[src/rtl/sram_ctrl_pkg.sv]
package sram_ctrl_pkg;

  typedef enum logic [2:0] {
    ST_IDLE,
    ST_RD,
    ST_WR_TURN,
    ST_WR_PULSE,
    ST_WR_HOLD
  } state_e;

  // ceil(ns / period); zero stays zero
  function automatic int ns_to_cyc(int ns, int period);
    if (ns <= 0) return 0;
    return (ns + period - 1) / period;
  endfunction

  function automatic int max_of(int a, int b);
    return (a > b) ? a : b;
  endfunction

endpackage

[src/rtl/sram_ctrl_timer.sv]
module sram_ctrl_timer #(
  parameter int W = 4
) (
  input  logic         clk_i,
  input  logic         rst_ni,
  input  logic         load_i,
  input  logic [W-1:0] val_i,
  output logic [W-1:0] cnt_o
);

  always_ff @(posedge clk_i or negedge rst_ni) begin
    if (!rst_ni)              cnt_o <= '0;
    else if (load_i)          cnt_o <= val_i;
    else if (cnt_o != '0)     cnt_o <= cnt_o - 1'b1;
  end

endmodule

[src/rtl/sram_ctrl_fsm.sv]
module sram_ctrl_fsm
  import sram_ctrl_pkg::*;
#(
  parameter int               CNT_W      = 4,
  parameter logic [CNT_W-1:0] RD_LAST    = '0,
  parameter logic [CNT_W-1:0] PULSE_LAST = '0,
  parameter logic [CNT_W-1:0] HOLD_LAST  = '0
) (
  input  logic             clk_i,
  input  logic             rst_ni,
  input  logic             req_i,
  input  logic             write_i,
  input  logic [CNT_W-1:0] phase_cnt_i,
  input  logic [CNT_W-1:0] turn_cnt_i,
  output state_e           state_q_o,
  output state_e           state_d_o,
  output logic             phase_load_o,
  output logic [CNT_W-1:0] phase_val_o,
  output logic             turn_load_o,
  output logic             accept_o,
  output logic             sample_o
);

  state_e state_q, state_d;
  logic   phase_done, turn_ok;

  assign phase_done = (phase_cnt_i == '0);
  // bus free at the next edge
  assign turn_ok    = (turn_cnt_i <= CNT_W'(1));

  always_comb begin
    state_d      = state_q;
    phase_load_o = 1'b0;
    phase_val_o  = '0;
    turn_load_o  = 1'b0;
    accept_o     = 1'b0;
    sample_o     = 1'b0;
    unique case (state_q)
      ST_IDLE: if (req_i) begin
        accept_o = 1'b1;
        if (write_i) begin
          if (turn_ok) begin
            state_d      = ST_WR_PULSE;
            phase_load_o = 1'b1;
            phase_val_o  = PULSE_LAST;
          end else begin
            state_d = ST_WR_TURN;
          end
        end else begin
          state_d      = ST_RD;
          phase_load_o = 1'b1;
          phase_val_o  = RD_LAST;
        end
      end
      ST_WR_TURN: if (turn_ok) begin
        state_d      = ST_WR_PULSE;
        phase_load_o = 1'b1;
        phase_val_o  = PULSE_LAST;
      end
      ST_WR_PULSE: if (phase_done) begin
        state_d      = ST_WR_HOLD;
        phase_load_o = 1'b1;
        phase_val_o  = HOLD_LAST;
      end
      ST_WR_HOLD: if (phase_done) state_d = ST_IDLE;
      ST_RD: if (phase_done) begin
        state_d     = ST_IDLE;
        sample_o    = 1'b1;
        turn_load_o = 1'b1;
      end
      default: state_d = ST_IDLE;
    endcase
  end

  always_ff @(posedge clk_i or negedge rst_ni) begin
    if (!rst_ni) state_q <= ST_IDLE;
    else         state_q <= state_d;
  end

  assign state_q_o = state_q;
  assign state_d_o = state_d;

  a_r2_busy_after_accept: assert property (@(posedge clk_i) disable iff (!rst_ni)
    accept_o |=> (state_q != ST_IDLE));

endmodule

[src/rtl/sram_ctrl.sv]
module sram_ctrl
  import sram_ctrl_pkg::*;
#(
  parameter int CLK_NS  = 10,
  parameter int AW      = 13,
  parameter int DW      = 8,
  parameter int T_RC_NS = 150,
  parameter int T_AA_NS = 150,
  parameter int T_OE_NS = 70,
  parameter int T_WC_NS = 150,
  parameter int T_WP_NS = 90,
  parameter int T_WR_NS = 10,
  parameter int T_DS_NS = 60,
  parameter int T_DH_NS = 5,
  parameter int T_HZ_NS = 50
) (
  input  logic          clk_i,
  input  logic          rst_ni,
  input  logic          req_i,
  output logic          ready_o,
  input  logic          write_i,
  input  logic [AW-1:0] addr_i,
  input  logic [DW-1:0] wdata_i,
  output logic          rvalid_o,
  output logic [DW-1:0] rdata_o,
  output logic [AW-1:0] mem_addr_o,
  output logic [DW-1:0] mem_dq_o,
  output logic          mem_dq_oe_o,
  input  logic [DW-1:0] mem_dq_i,
  output logic          mem_sel_no,
  output logic          mem_sel_o,
  output logic          mem_we_no,
  output logic          mem_oe_no
);

  localparam int RD_CYC    = max_of(1, max_of(max_of(ns_to_cyc(T_AA_NS, CLK_NS),
                                                     ns_to_cyc(T_OE_NS, CLK_NS)),
                                              ns_to_cyc(T_RC_NS, CLK_NS)));
  localparam int PULSE_CYC = max_of(1, max_of(ns_to_cyc(T_WP_NS, CLK_NS),
                                              ns_to_cyc(T_DS_NS, CLK_NS)));
  localparam int HOLD_CYC  = max_of(1, max_of(max_of(ns_to_cyc(T_WR_NS, CLK_NS),
                                                     ns_to_cyc(T_DH_NS, CLK_NS)),
                                              ns_to_cyc(T_WC_NS, CLK_NS) - PULSE_CYC));
  localparam int TURN_CYC  = ns_to_cyc(T_HZ_NS, CLK_NS);
  localparam int MAX_CYC   = max_of(max_of(RD_CYC, PULSE_CYC), max_of(HOLD_CYC, TURN_CYC));
  localparam int CNT_W     = max_of(1, $clog2(MAX_CYC + 1));

  state_e           state_q, state_d;
  logic             phase_load, turn_load, accept, sample;
  logic [CNT_W-1:0] phase_val, phase_cnt, turn_cnt;
  logic [AW-1:0]    addr_q;
  logic [DW-1:0]    wdata_q, rdata_q;
  logic             rvalid_q, sel_q, we_q, oe_q, dq_oe_q;

  sram_ctrl_fsm #(
    .CNT_W      (CNT_W),
    .RD_LAST    (CNT_W'(RD_CYC - 1)),
    .PULSE_LAST (CNT_W'(PULSE_CYC - 1)),
    .HOLD_LAST  (CNT_W'(HOLD_CYC - 1))
  ) u_fsm (
    .clk_i        (clk_i),
    .rst_ni       (rst_ni),
    .req_i        (req_i),
    .write_i      (write_i),
    .phase_cnt_i  (phase_cnt),
    .turn_cnt_i   (turn_cnt),
    .state_q_o    (state_q),
    .state_d_o    (state_d),
    .phase_load_o (phase_load),
    .phase_val_o  (phase_val),
    .turn_load_o  (turn_load),
    .accept_o     (accept),
    .sample_o     (sample)
  );

  sram_ctrl_timer #(.W(CNT_W)) u_phase (
    .clk_i  (clk_i),
    .rst_ni (rst_ni),
    .load_i (phase_load),
    .val_i  (phase_val),
    .cnt_o  (phase_cnt)
  );

  sram_ctrl_timer #(.W(CNT_W)) u_turn (
    .clk_i  (clk_i),
    .rst_ni (rst_ni),
    .load_i (turn_load),
    .val_i  (CNT_W'(TURN_CYC)),
    .cnt_o  (turn_cnt)
  );

  always_ff @(posedge clk_i or negedge rst_ni) begin
    if (!rst_ni) begin
      addr_q  <= '0;
      wdata_q <= '0;
    end else if (accept) begin
      addr_q  <= addr_i;
      wdata_q <= wdata_i;
    end
  end

  always_ff @(posedge clk_i or negedge rst_ni) begin
    if (!rst_ni) begin
      rdata_q  <= '0;
      rvalid_q <= 1'b0;
    end else begin
      rvalid_q <= sample;
      if (sample) rdata_q <= mem_dq_i;
    end
  end

  // strobes registered from next state: glitch-free pins
  always_ff @(posedge clk_i or negedge rst_ni) begin
    if (!rst_ni) begin
      sel_q   <= 1'b0;
      we_q    <= 1'b0;
      oe_q    <= 1'b0;
      dq_oe_q <= 1'b0;
    end else begin
      sel_q   <= (state_d == ST_RD) || (state_d == ST_WR_PULSE);
      we_q    <= (state_d == ST_WR_PULSE);
      oe_q    <= (state_d == ST_RD);
      dq_oe_q <= (state_d == ST_WR_PULSE) || (state_d == ST_WR_HOLD);
    end
  end

  assign ready_o     = (state_q == ST_IDLE);
  assign rvalid_o    = rvalid_q;
  assign rdata_o     = rdata_q;
  assign mem_addr_o  = addr_q;
  assign mem_dq_o    = wdata_q;
  assign mem_dq_oe_o = dq_oe_q;
  assign mem_sel_no  = ~sel_q;
  assign mem_sel_o   = sel_q;
  assign mem_we_no   = ~we_q;
  assign mem_oe_no   = ~oe_q;

  // checker counters
  localparam logic [CNT_W:0] SAT = '1;
  logic [CNT_W:0] since_oe, oe_run, we_run;

  always_ff @(posedge clk_i or negedge rst_ni) begin
    if (!rst_ni) begin
      since_oe <= SAT;
      oe_run   <= '0;
      we_run   <= '0;
    end else begin
      if (!mem_oe_no)          since_oe <= '0;
      else if (since_oe != SAT) since_oe <= since_oe + 1'b1;
      if (accept)                          oe_run <= '0;
      else if (!mem_oe_no && oe_run != SAT) oe_run <= oe_run + 1'b1;
      if (accept)                          we_run <= '0;
      else if (!mem_we_no && we_run != SAT) we_run <= we_run + 1'b1;
    end
  end

  a_r1_idle_levels: assert property (@(posedge clk_i) disable iff (!rst_ni)
    ready_o |-> (mem_sel_no && !mem_sel_o && mem_we_no && mem_oe_no && !mem_dq_oe_o));

  a_r3_read_window: assert property (@(posedge clk_i) disable iff (!rst_ni)
    rvalid_o |-> (oe_run == (CNT_W+1)'(RD_CYC)));

  a_r4_rvalid_pulse: assert property (@(posedge clk_i) disable iff (!rst_ni)
    rvalid_o |=> !rvalid_o);

  a_r5_strobe_ctx: assert property (@(posedge clk_i) disable iff (!rst_ni)
    !mem_we_no |-> (!mem_sel_no && mem_dq_oe_o && mem_oe_no));

  a_r5_strobe_len: assert property (@(posedge clk_i) disable iff (!rst_ni)
    $rose(mem_we_no) |-> (we_run == (CNT_W+1)'(PULSE_CYC)));

  a_r6_tail_hold: assert property (@(posedge clk_i) disable iff (!rst_ni)
    $rose(mem_we_no) |-> (mem_dq_oe_o && $stable(mem_addr_o) && $stable(mem_dq_o)));

  a_r7_no_drive_oe: assert property (@(posedge clk_i) disable iff (!rst_ni)
    mem_dq_oe_o |-> mem_oe_no);

  a_r7_turnaround: assert property (@(posedge clk_i) disable iff (!rst_ni)
    $rose(mem_dq_oe_o) |-> (since_oe >= (CNT_W+1)'(TURN_CYC)));

  a_r8_sel_pair: assert property (@(posedge clk_i) disable iff (!rst_ni)
    mem_sel_no == !mem_sel_o);

  a_r9_addr_stable: assert property (@(posedge clk_i) disable iff (!rst_ni)
    (!mem_sel_no && $past(!mem_sel_no)) |-> $stable(mem_addr_o));

endmodule

[config.mk]
export PLATFORM = sky130hd
export DESIGN_NAME = sram_ctrl
export DESIGN_NICKNAME = d
export VERILOG_FILES = /design/src/rtl/sram_ctrl_pkg.sv /design/src/rtl/sram_ctrl_timer.sv /design/src/rtl/sram_ctrl_fsm.sv /design/src/rtl/sram_ctrl.sv
export SDC_FILE = /design/constraint.sdc
export NUM_CORES = 1
export LEC_CHECK = 0
export BUFFER_PORTS_ARGS = -buffer_cell sky130_fd_sc_hd__buf_2
export CAP_MARGIN = 20
export CORE_AREA = 8 8 72 74
export CTS_CLUSTER_DIAMETER = 150
export DETAILED_ROUTE_END_ITERATION = 8
export DIE_AREA = 0 0 80 82
export PLACE_DENSITY = 0.77
export SYNTH_ARGS = -nofsm -noshare
export SYNTH_HDL_FRONTEND = slang
export SYNTH_SLANG_ARGS = --single-unit
[constraint.sdc]
create_clock -name clk_i -period 2.7 [get_ports clk_i]
set_input_delay 0.54 -clock clk_i [delete_from_list [all_inputs] [get_ports clk_i]]
set_output_delay 0.54 -clock clk_i [all_outputs]
set_load 0.01 [all_outputs]
# [Word level (Yosys, flattened, before mapping)]
# Cells that the tools add are included.
[classes] add_sub_neg=2 n_lt_le_gt_ge=1 n_eq_ne=7 mux=24 bitwise=3 n_reduce_logical=9
[op_table] operator="two-way mux 4 bit" count=7
[op_table] operator="two-way mux 3 bit" count=5
[op_table] operator="one-hot mux 3 bit (4 select lines)" count=1
[op_table] operator="one-hot mux 4 bit (3 select lines)" count=1
[op_table] operator="== test 3 x 2 -> 1 bit (second input constant)" count=3
[op_table] operator="two-way mux 1 bit" count=8
[op_table] operator="nonzero test 4 bit" count=2
[op_table] operator="subtractor 4 x 1 -> 4 bit (second input constant)" count=2
[op_table] operator="== test 3 x 1 -> 1 bit (second input constant)" count=2
[op_table] operator="== test 3 bit (second input constant)" count=2
[op_table] operator="<= comparator 4 x 1 -> 1 bit (second input constant)" count=1
[op_table] operator="zero test 4 bit" count=1
[op_table] operator="nonzero test 2 bit" count=2
[op_table] operator="zero test 3 bit" count=1
[op_table] operator="NOT 1 bit" count=3
[op_table] operator="one-hot mux 1 bit (3 select lines)" count=1
[op_table] operator="logical OR 1 bit" count=2
[op_table] operator="two-way mux 2 bit" count=1
[op_table] operator="OR reduction 2 bit" count=1
[word_totals] reg_bits=45 input_bits=33

# [Depth between registers and ports, before layout]
# Gate-level depths: netlist (run 1).
[logic_depth] depth_word=7 mapped_depth=8 mapped_depth_nobuf=7

# [By module]
# Synthesis (run 1) repeated with hierarchy kept, for this count alone.
[unflattened] hier_cells=149 area_unflattened_um2=2079.5
[by_module_without_submodules] module="sram_ctrl" instances=1 cells_each=77 area_per_inst_um2=1337.5 seq_area_each_um2=850.8
[by_module_without_submodules] module="sram_ctrl_timer" instances=2 cells_each=23 area_per_inst_um2=249.0 seq_area_each_um2=100.1
[by_module_without_submodules] module="sram_ctrl_fsm" instances=1 cells_each=26 area_per_inst_um2=244.0 seq_area_each_um2=75.1

# [Least setup slack after synthesis (run 1)]
# OpenSTA, ideal clock, no wires.
[synth_path] path_type="register to register" start="register u_phase.cnt_o[0]" end="register rdata_q[1] (netlist: rdata_o[1])" arrival_time_ns=1.872 required_time_ns=2.575 setup_slack_ns=0.703 path_stages_with_launch=9 n_path_buf=1 period_less_slack_ns=1.997 path_cell_list="dfrtp_1 > inv_1 > ha_1 > nor3b_2 > nand2_1 > or3_1 > inv_1 > buf_4 > mux2_2"
[synth_via] elab_chain_len=3
[synth_lines] element="from (decl)" line_no="sram_ctrl_timer.sv:8" text="output logic [W-1:0] cnt_o"
[synth_lines] element="from (signal assigned)" line_no="sram_ctrl_timer.sv:13" text="else if (load_i) cnt_o <= val_i;"
[synth_lines] element="from (signal assigned)" line_no="sram_ctrl_timer.sv:14" text="else if (cnt_o != '0) cnt_o <= cnt_o - 1'b1;"
[synth_lines] element="zero test 4 bit" line_no="sram_ctrl_fsm.sv:27" text="assign phase_done = (phase_cnt_i == '0);"
[synth_lines] element="two-way mux 1 bit" line_no="sram_ctrl_fsm.sv:66" text="ST_RD: if (phase_done) begin"
[synth_lines] element="two-way mux 1 bit" line_no="sram_ctrl_fsm.sv:38" text="unique case (state_q)"
[synth_lines] element="named net sample" line_no="sram_ctrl.sv:49" text="logic phase_load, turn_load, accept, sample;"
[synth_lines] element="to (signal assigned)" line_no="sram_ctrl.sv:108" text="if (sample) rdata_q <= mem_dq_i;"
[synth_lines] element="to (decl)" line_no="sram_ctrl.sv:52" text="logic [DW-1:0] wdata_q, rdata_q;"
# The timed path passes the listed nets, and every way through them passes these cells.
# A chain may end at the register's enable or synchronous reset.

# [Worst setup path in the final report (run 1)]
[layout_path] start="register u_phase.cnt_o[0]" end="register rdata_q[6] (netlist: rdata_o[6])"
[layout_via] elab_chain_len=3
[layout_lines] element="zero test 4 bit" line_no="sram_ctrl_fsm.sv:27"
[layout_lines] element="two-way mux 1 bit" line_no="sram_ctrl_fsm.sv:66"
[layout_lines] element="two-way mux 1 bit" line_no="sram_ctrl_fsm.sv:38"
# Every way passes these cells.

==> impl_metrics.tcl, run 1 <==
set metrics [dict create \
    gp_congestion 0.744 \
    leakagePower_nw 1.33 \
    min_period_ns 2.29 \
    io_buffers 68 \
    yosys.cell_count.top_type "nand2_1" \
    seq_area_mm2 0.00113 \
    die_y_um 82 \
    power_switching_mw 1.06 \
    max_stage_delay_ns 0.39 \
    reg2reg_depth 7 \
    setup_slack_ns 0.407 \
    fmax_ghz 0.436 \
    cp_max_fo 11 \
    pwr-share-clk_pct 14.5 \
    synth_nets 229 \
    hold_path_class "in2async" \
    grt_pass1_vias 1640 \
    layout-drive-gt1-share_pct 34.7 \
    multiInputGateArea_um2 718 \
    synth_top_area_share_pct 58.3 \
    cts_root_buf "clkbuf_8" \
    crit_path_end "rdata_o[6]" \
    drv_cap 0 \
    postRouteWirelength_mm 4.20 \
    synthTopCellsByArea "dfrtp_1 58%, nand2_1 13%, mux2_2 4.7%, inv_1 2.3%, nor2_1 2.1%" \
    tns_ns 0 \
    critPathKind "reg2reg" \
    dp.final_hpwl_mm 3.13 \
    grt_start_max_net_pins 46 \
    cp.required_ns 2.88 \
    synth-main-ff-cell "dfrtp_1" \
    pwr-share-seq_pct 43.5 \
    drv_slew 0 \
    design.die.area_mm2 0.00656 \
    postCtsSetupBuffers 0 \
    fin_skew_ns 0.00620 \
    cts_tree "built" \
    synth_commonest_cells "69 x nand2_1, 45 x dfrtp_1, 12 x inv_1" \
    antenna_left 0 \
    startpoint "u_phase.cnt_o[0]" \
    crit_path_frequent_cell "inv_1" \
    setup_violations 0 \
    drc 0 \
    core_area_mm2 0.00414 \
    fillers 375 \
    cts_max_level 2 \
    grt_overflow 0 \
    hold_buffers 0 \
    area_delta_synth_final_pct 25.0 \
    synth_warnings 0 \
    max_slew_margin_pct 66.2 \
    dp_slack_ns 0.418 \
    end_kind "register" \
    synth.distinct_cells 33 \
    diodes 0 \
    design_area_mm2 0.00242 \
    r2r_setup_slack_ns 0.41 \
    worstPathCellList "inv_1, ha_1, nor3b_2, nand2_1, or3_1, inv_1, mux2_2" \
    yosysSeqAreaShare_pct 58.3 \
    r2r-start "u_phase.cnt_o[0]" \
    syn_area_mm2 0.00193 \
    cp.depth 7 \
    switching_share_pct 38.2 \
    cts_resized 0 \
    cts.sinks 45 \
    power.density_mw_per_mm2 1150 \
    p_int_mw 1.72 \
    cp-start-kind "register" \
    dieWidth_um 80 \
    tightestPinTransition_ns 0.507 \
    num_io_pins 69 \
    first_pass_iters 4 \
    r2r_end "rdata_o[6]" \
    layout.nets 298 \
    fin_crit_sh_pct 84.9 \
    clkTransAtPathRegs_ns 0.08 \
    antenna_found_initial 0 \
    drt-initial-drc-count 26 \
    crit_path_top_delay_cell "dfrtp_1" \
    synthCells 193 \
    viasPerCell 4.69 \
    synth.largest_area_cell "dfrtp_1" \
    vias 1472 \
    synthArstFlopShare_pct 100 \
    cp_top_family "simple AND/OR/NAND/NOR gates" \
    synth_seq_cells 45 \
    clockBufferDepth 2 \
    critPathBufInv 2 \
    combPwrFrac_pct 41.9 \
    synth_edf_count 0 \
    place_area_mm2 0.00230 \
    clock_latency_ns 0.29 \
    rsz0062_at_grt "false" \
    avgSynthCellArea_um2 10.0 \
    start_util_pct 46.6 \
    finalHoldViolCount 0 \
    grt_pass1_wl_mm 7.13 \
    fp-row-count 24 \
    grt_usage_pct 13.7 \
    status "finished, final reports clean" \
    cts_buffers 5 \
    vdd_drop_max_mv 0.548 \
    wl_per_cell_um 13.4 \
    cp.arrival_ns 2.47 \
]
power groups by stage:
stage	logic, mW	clock network [mW]	registers [mW]
2_1_floorplan	0.688	0	1.27
3_3_place_gp	1.14	0	1.21
3_5_place_dp	1.19	0	1.22
4_1_cts	1.19	0.422	1.21
5_1_grt	1.32	0.443	1.26
6_report	1.17	0.404	1.21
worst min path at each step:
| stage | from | endpoint | depth (start not counted) |
|---|---|---|---|
| after detailed placement | mem_addr_o[6] | mem_addr_o[6] | 2 |
| after CTS | addr_i[7] | mem_addr_o[7] | 3 |
| final | rst_ni | rdata_o[2] | 1 |
| after floorplan | rst_ni | mem_addr_o[0] | 0 |
| after global placement | mem_dq_o[7] | mem_dq_o[7] | 2 |
| after global routing | rst_ni | rdata_o[2] | 1 |
cells in the final DEF (no fill, tap or decap), drive strengths merged:
cell | Yosys | final
a211oi | 2 | 2
dfrtp | 45 | 45
buf | 3 | 70
inv | 12 | 12
xnor2 | 1 | 1
a21o | 2 | 2
a31oi | 1 | 1
clkbuf | 5 | 7
o32ai | 1 | 1
a21oi | 3 | 3
o21ai | 3 | 3
nand2b | 5 | 5
mux2 | 8 | 8
ha | 3 | 3
or3 | 3 | 3
a211o | 1 | 1
or3b | 1 | 1
nor3 | 3 | 3
nand3b | 1 | 1
nor2 | 11 | 11
or4b | 1 | 1
o21bai | 1 | 1
a31o | 1 | 1
nor3b | 1 | 1
nor4b | 1 | 1
o211ai | 2 | 2
nor4bb | 1 | 1
nand3 | 1 | 1
nor2b | 1 | 1
nand2 | 69 | 69
state kept, by name (all words and copies together) (netlist names):
register	cells
mem_addr_o	13
mem_dq_o	8
rdata_o	8
u_phase.cnt_o	4
u_turn.cnt_o	4
u_fsm.state_q_o	3
mem_dq_oe_o	1
mem_sel_o	1
oe_q	1
rvalid_o	1
we_q	1
worst reg2reg max path, stage by stage (launching register included):
cell	delay (ns)
dfrtp_1	0.39
inv_1	0.09
ha_1	0.21
nor3b_2	0.32
nand2_1	0.11
or3_1	0.37
inv_1	0.31
mux2_2	0.39
cell type report:
class | count | area share, %
inverters | 12 | 1.86
multi-input cells | 128 | 29.7
clock buffers | 7 | 3.57
repair buffers | 70 | 15.5
well taps | 52 | 2.69
flip-flops and latches | 45 | 46.6
logic make-up (layout without fill, tap and decap cells):
group	Yosys count	after routing	share of synthesized area, %
fa+ha+maj	3	3	1.94
simple gates	99	99	22.7
flops	45	45	58.3
xor+xnor	1	1	0.453
compound gates	17	17	7.12
mux	8	8	4.66
buf+inv	20	89	4.92
layer usage:
layer | vias to the layer above | global-route usage (%) | wire length, um
met5 | - | 0 | 0
met4 | 0 | 6.55 | 57
met3 | 5 | 3.61 | 195
met2 | 37 | 23.8 | 2150
met1 | 678 | 15.3 | 1800
li1 | 752 | - | -
per-stage QoR:
stage,power [mW],instances,hold WS (ns),utilization [%]
after floorplan,1.96,193,0.244,-
after global placement,2.35,306,0.455,55.6
after detailed placement,2.41,306,0.458,55.6
after CTS,2.82,313,0.425,57.6
after global routing,3.03,314,0.240,58.3
final,2.78,314,0.211,58.3
Power figures use the tool's default switching activity.
==> run 2, diff against run 1 <==
--- a/config.mk
+++ b/config.mk
@@ -5,13 +5,14 @@
 export SDC_FILE = /design/constraint.sdc
 export NUM_CORES = 1
 export LEC_CHECK = 0
+export ABC_AREA = 1
 export BUFFER_PORTS_ARGS = -buffer_cell sky130_fd_sc_hd__buf_2
 export CAP_MARGIN = 20
 export CORE_AREA = 8 8 72 74
 export CTS_CLUSTER_DIAMETER = 150
 export DETAILED_ROUTE_END_ITERATION = 8
 export DIE_AREA = 0 0 80 82
-export PLACE_DENSITY = 0.77
+export PLACE_DENSITY = 0.76
 export SYNTH_ARGS = -nofsm -noshare
 export SYNTH_HDL_FRONTEND = slang
 export SYNTH_SLANG_ARGS = --single-unit
==> constraint.sdc (replaced) <==
create_clock -name clk_i -period 2.2 [get_ports clk_i]
set_input_delay 0.44 -clock clk_i [delete_from_list [all_inputs] [get_ports clk_i]]
set_output_delay 0.44 -clock clk_i [all_outputs]
set_load 0.01 [all_outputs]
==> impl_metrics.tcl, run 2 <==
set metrics [dict create \
    drv_slew 0 \
    pwr-share-seq_pct 41.5 \
    place_area_mm2 0.00228 \
    num_io_pins 69 \
    timing.hold.ws_ns 0.161 \
    max_slew_margin_pct 57.1 \
    layout.nets 329 \
    tightestPinTransition_ns 0.643 \
    tns_ns 0 \
    gp_congestion 0.763 \
    clock_latency_ns 0.29 \
    setup_violations 0 \
    status "finished, final reports clean" \
    design_area_mm2 0.00237 \
    r2r_setup_slack_ns 0.46 \
    total_power_mw 3.49 \
    fin_crit_sh_pct 79.0 \
    power_switching_mw 1.41 \
    first_pass_iters 4 \
    max_stage_delay_ns 0.39 \
    drv_cap 0 \
    core_area_mm2 0.00414 \
    cts_resized 0 \
    critPathKind "reg2reg" \
    cp-start-kind "register" \
    avgSynthCellArea_um2 8.54 \
    synthCells 221 \
    dieWidth_um 80 \
    worstPathCellList "inv_1, ha_1, nand2_1, nor2_4, nand2_1, inv_2, o21ai_0, o21ai_0" \
    critPathBufInv 2 \
    cts_max_level 2 \
    dp.final_hpwl_mm 3.16 \
    synthArstFlopShare_pct 100 \
    p_int_mw 2.08 \
    synth.distinct_cells 20 \
    cts_root_buf "clkbuf_8" \
    cts.sinks 45 \
    power.density_mw_per_mm2 1470 \
    largest_reg_flops 13 \
    synth_edf_count 0 \
    clockBufferDepth 2 \
    grt_pass1_vias 1600 \
    layout_commonest_cell "nand2_1" \
    reg2reg_depth 8 \
    antenna_left 0 \
    postRouteWirelength_mm 4.14 \
    diodes 0 \
    synth_commonest_cells "107 x nand2_1, 45 x dfrtp_1, 22 x inv_1" \
    synthTopCellsByArea "dfrtp_1 60%, nand2_1 21%, inv_1 4.4%, nand3_1 2.1%, ha_1 2.0%" \
    grt_overflow 0 \
    min_period_ns 1.74 \
    fin_skew_ns 0.00534 \
    vias 1579 \
    start_util_pct 45.6 \
    design.die.area_mm2 0.00656 \
    synth_top_area_share_pct 59.6 \
    finalHoldViolCount 0 \
    clkTransAtPathRegs_ns 0.08 \
    leakagePower_nw 1.40 \
    synth.largest_area_cell "dfrtp_1" \
    synth_warnings 0 \
    multiInputGateArea_um2 647 \
    end_kind "register" \
    grt_usage_pct 13.4 \
    yosys.cell_count.top_type "nand2_1" \
    pwr-share-clk_pct 14.4 \
    r2r_end "u_turn.cnt_o[0]" \
    fp-row-count 24 \
    crit_path_top_delay_cell "dfrtp_1" \
    antenna_found_initial 0 \
    layout-drive-gt1-share_pct 27.6 \
    r2r-start "u_phase.cnt_o[0]" \
    drc 0 \
    vdd_drop_max_mv 0.735 \
    yosysSeqAreaShare_pct 59.6 \
    cp.required_ns 2.41 \
    fmax_ghz 0.575 \
    viasPerCell 4.58 \
    cp.depth 8 \
    synth-main-ff-cell "dfrtp_1" \
    switching_share_pct 40.3 \
    hold_path_class "in2async" \
    die_y_um 82 \
    wl_per_cell_um 12.0 \
    cp.arrival_ns 1.95 \
    hold_buffers 0 \
    synth_seq_cells 45 \
    drt-initial-drc-count 81 \
    fillers 383 \
    cp_top_family "simple AND/OR/NAND/NOR gates" \
    cts_buffers 5 \
    io_buffers 68 \
    combPwrFrac_pct 44.1 \
    synth_nets 257 \
    grt_pass1_wl_mm 6.94 \
    seq_area_mm2 0.00113 \
    area_delta_synth_final_pct 25.5 \
    grt_start_max_net_pins 31 \
    final_cell_mix "107 x nand2_1, 68 x buf_2, 45 x dfrtp_1" \
    syn_area_mm2 0.00189 \
    rsz0062_at_grt "false" \
    postCtsSetupBuffers 0 \
    cp_max_fo 12 \
    final_util_pct 57.2 \
    cts_tree "built" \
]
==> run 2: cell count changes after synthesis, sizes merged, moves of 2 or more <==
| cell | change |
|---|---|
| a21o | -2 |
| mux2 | -8 |
| nand2b | -5 |
| nor2 | -2 |
| or3 | -3 |
| xor2 | +3 |
| inv | +12 |
| clkbuf | -3 |
| nand3 | +7 |
| o21ai | +4 |
| nand2 | +39 |
| a211oi | -2 |
==> run 2: area by class of cell <==
class,instances,area share [%]
repair buffers,70,15.0
multi-input cells,147,27.3
flip-flops and latches,45,47.5
inverters,24,3.80
clock buffers,7,3.64
well taps,52,2.75
==> run 2: metal layers <==
metal / up-vias / global-route usage, % / wire length (um)
li1: 815 / - / -
met1: 707 / 15.6 / 1810
met2: 51 / 21.9 / 1970
met3: 6 / 4.81 / 291
met4: 0 / 5.45 / 59
met5: - / 0 / 0
==> run 2: through the flow <==
step                std cells  setup WS, ns
finish                    345         0.462
global route              345         0.299
detailed placement        338         0.460
CTS                       345         0.434
global placement          338         0.550
floorplan                 221         0.810
==> run 2: logic make-up (layout without fill, tap and decap cells) <==
kind of cell	count (synthesis)	in the layout	share of synthesized area [%]
and+or+nand+nor	128	128	26.8
DFF	45	45	59.6
buffers and inverters	29	101	6.10
AOI/OAI and AO/OA	13	13	4.11
adders and majority gates	3	3	1.99
xor gates and xnor gates	3	3	1.39
==> run 2: how the worst max path moves through the flow <==
stage | end | start | slack, ns
after floorplan | u_turn.cnt_o[1] | u_phase.cnt_o[0] | 0.81
after global placement | u_turn.cnt_o[0] | u_phase.cnt_o[0] | 0.55
after detailed placement | u_turn.cnt_o[0] | u_phase.cnt_o[0] | 0.46
after CTS | u_turn.cnt_o[0] | u_phase.cnt_o[0] | 0.43
after global routing | u_turn.cnt_o[0] | u_phase.cnt_o[0] | 0.30
final | u_turn.cnt_o[0] | u_phase.cnt_o[0] | 0.46
==> run 2: power groups by stage <==
| stage | clock network [mW] | registers, mW | logic (mW) |
|---|---|---|---|
| CTS | 0.518 | 1.45 | 1.57 |
| detailed placement | 0 | 1.46 | 1.58 |
| global route | 0.544 | 1.50 | 1.78 |
| floorplan | 0 | 1.57 | 0.878 |
| global placement | 0 | 1.46 | 1.52 |
| finish | 0.503 | 1.45 | 1.54 |
==> run 2: worst register-to-register path, delay by kind of cell (launching register included) <==
| kind | cells | cell delay (ns) |
|---|---|---|
| AOI/OAI and AO/OA | 2 | 0.18 |
| buffers and inverters | 2 | 0.32 |
| DFF | 1 | 0.39 |
| and+or+nand+nor | 3 | 0.59 |
| adders and majority gates | 1 | 0.18 |
==> run 3, diff against run 2 <==
--- a/config.mk
+++ b/config.mk
@@ -8,11 +8,11 @@
 export ABC_AREA = 1
 export BUFFER_PORTS_ARGS = -buffer_cell sky130_fd_sc_hd__buf_2
 export CAP_MARGIN = 20
-export CORE_AREA = 8 8 72 74
+export CORE_AREA = 8 8 75 77
 export CTS_CLUSTER_DIAMETER = 150
 export DETAILED_ROUTE_END_ITERATION = 8
-export DIE_AREA = 0 0 80 82
-export PLACE_DENSITY = 0.76
+export DIE_AREA = 0 0 83 85
+export PLACE_DENSITY = 0.73
 export SYNTH_ARGS = -nofsm -noshare
 export SYNTH_HDL_FRONTEND = slang
 export SYNTH_SLANG_ARGS = --single-unit
==> constraint.sdc (replaced) <==
create_clock -name clk_i -period 1.4 [get_ports clk_i]
set_input_delay 0.28 -clock clk_i [delete_from_list [all_inputs] [get_ports clk_i]]
set_output_delay 0.28 -clock clk_i [all_outputs]
set_load 0.01 [all_outputs]
==> impl_metrics.tcl, run 3 (same netlist as run 2, synthesis figures left out) <==
set metrics [dict create \
    grt_pass1_wl_mm 7.52 \
    reg2reg_depth 8 \
    clkTransAtPathRegs_ns 0.08 \
    gp_congestion 0.815 \
    viasPerCell 4.67 \
    antenna_left 0 \
    timing.hold.ws_ns 0.180 \
    stdcell_count 362 \
    layout.nets 345 \
    holdPathEnd "mem_addr_o[11]" \
    cp_max_fo 3 \
    hold_path_class "in2reg" \
    num_io_pins 69 \
    fmax_ghz 0.710 \
    finalHoldViolCount 0 \
    dp.final_hpwl_mm 3.26 \
    drv_cap 0 \
    cp-start-kind "register" \
    antenna_found_initial 0 \
    gr-usage-met1_pct 14.4 \
    max_stage_delay_ns 0.42 \
    critPathBufInv 1 \
    vdd_drop_max_mv 0.955 \
    grt_use_met3_pct 4.79 \
    start_util_pct 41.6 \
    final_cell_mix "91 x nand2_1, 68 x buf_2, 45 x dfrtp_1" \
    cp.required_ns 1.12 \
    grt_overflow 0 \
    placed_cells 349 \
    grt.met2_usage_pct 21.6 \
    design.die.area_mm2 0.00706 \
    cp.arrival_ns 1.13 \
    setup_violations 2 \
    r2r-start "u_phase.cnt_o[1]" \
    grt_usage_pct 12.7 \
    min_period_ns 1.41 \
    r2r_end "u_turn.cnt_o[1]" \
    vias 1690 \
    layout-drive-gt1-share_pct 41.6 \
    worstPathCellList "nor3_2, buf_2" \
    drc 0 \
    cts_max_level 2 \
    setup_slack_ns -0.00760 \
    dieWidth_um 83 \
    clock_latency_ns 0.29 \
    fp-row-count 25 \
    r2r_setup_slack_ns -0.008 \
    cts_buffers 5 \
    largest_reg_flops 13 \
    grt-busiest-layer "met2" \
    clockBufferDepth 2 \
    power.density_mw_per_mm2 2340 \
    status "finished, violations left" \
    wl_per_cell_um 12.7 \
    core_area_mm2 0.00454 \
    hp-start "addr_i[11]" \
    cp_top_family "flip-flops" \
    hold_depth 3 \
    layout_commonest_cell "nand2_1" \
    critPathKind "reg2out" \
    fin_crit_sh_pct 101 \
    tightestPinTransition_ns 0.332 \
    diodes 0 \
    cts_tree "built" \
    drv_slew 0 \
    drt-initial-drc-count 56 \
    fin_skew_ns 0.00653 \
    area_delta_synth_final_pct 40.8 \
    cts.sinks 45 \
    cts_root_buf "clkbuf_8" \
    end_kind "primary output" \
    first_pass_iters 4 \
    grt_start_max_net_pins 46 \
    die_y_um 85 \
    grt_pass1_vias 1720 \
    violations "setup timing" \
    crit_path_top_delay_cell "dfrtp_1" \
    max_slew_margin_pct 77.7 \
    rsz0062_at_grt "true" \
    postRouteWirelength_mm 4.59 \
    io_buffers 68 \
    leakagePower_nw 1.52 \
]
-- run 3: cell types whose count changed in the layout (fill, tap and decap cells not counted), moves of 4 or more --
| cell | delta |
|---|---|
| inv_1 | -5 |
| o21ai_0 | -4 |
| nand2_2 | +13 |
| inv_2 | +4 |
| nand2_1 | -16 |
| buf_4 | +9 |
-- run 3: layout make-up --
cell class	count	area, um2
Sequential cell	45	1130
Clock buffer	5	68.8
Inverter	24	92.6
Fill cell	405	1880
Timing Repair Buffer	86	522
Tap cell	54	67.6
Multi-Input combinational cell	147	776
Clock inverter	1	5.00
-- run 3: power breakdown --
group	internal [mW]	leakage (nW)	switching, mW	total, mW
logic	1.42	0.933	1.76	3.18
clock network	0.328	0.0399	0.391	0.720
registers	1.93	0.550	0.381	2.31
-- run 3: per-stage QoR --
stage | TNS (ns) | cell area [um2] | setup WS, ns | power (mW) | util, %
after global routing | -0.848 | 2660 | -0.0890 | 6.77 | 58.6
after detailed placement | -0.799 | 2380 | -0.0811 | 4.96 | 52.4
after global placement | -0.00798 | 2380 | -0.00467 | 4.88 | 52.4
final | -0.0149 | 2660 | -0.00760 | 6.21 | 58.6
after floorplan | 0 | 1890 | 0.0104 | 3.85 | -
after CTS | 0 | 2500 | 0.000968 | 5.80 | 55.1
-- run 3: worst max-delay path by stage --
| stage | from | to | cells after the start |
|---|---|---|---|
| 2_1_floorplan | u_phase.cnt_o[0] | u_turn.cnt_o[1] | 8 |
| 3_3_place_gp | u_turn.cnt_o[1] | u_phase.cnt_o[2] | 9 |
| 3_5_place_dp | u_phase.cnt_o[1] | u_turn.cnt_o[1] | 8 |
| 4_1_cts | u_phase.cnt_o[0] | mem_dq_oe_o | 9 |
| 5_1_grt | u_turn.cnt_o[1] | u_phase.cnt_o[2] | 11 |
| 6_report | u_fsm.state_q_o[2] | ready_o | 2 |
-- run 3: timing repair --
item,in CTS,in global routing
endpoints found under the setup margin,19,20
setup buffers,2,4
resized for setup,8,41
endpoints found under the hold margin,45,0
hold buffers,1,0
pin swaps,2,15
-- run 3: per-layer routing --
metal  wire, um  vias to the layer above
met2       2310                       56
li1           -                      845
met1       1970                      781
met4         48                        0
met3        260                        8
met5          0                        -
-- run 3: worst register-to-register path, delay by kind of cell (launching register included) --
kind            cells  cell delay [ns]
buf+inv             2             0.23
compound gates      2             0.14
flops               1             0.40
fa+ha+maj           1             0.15
simple gates        3             0.37
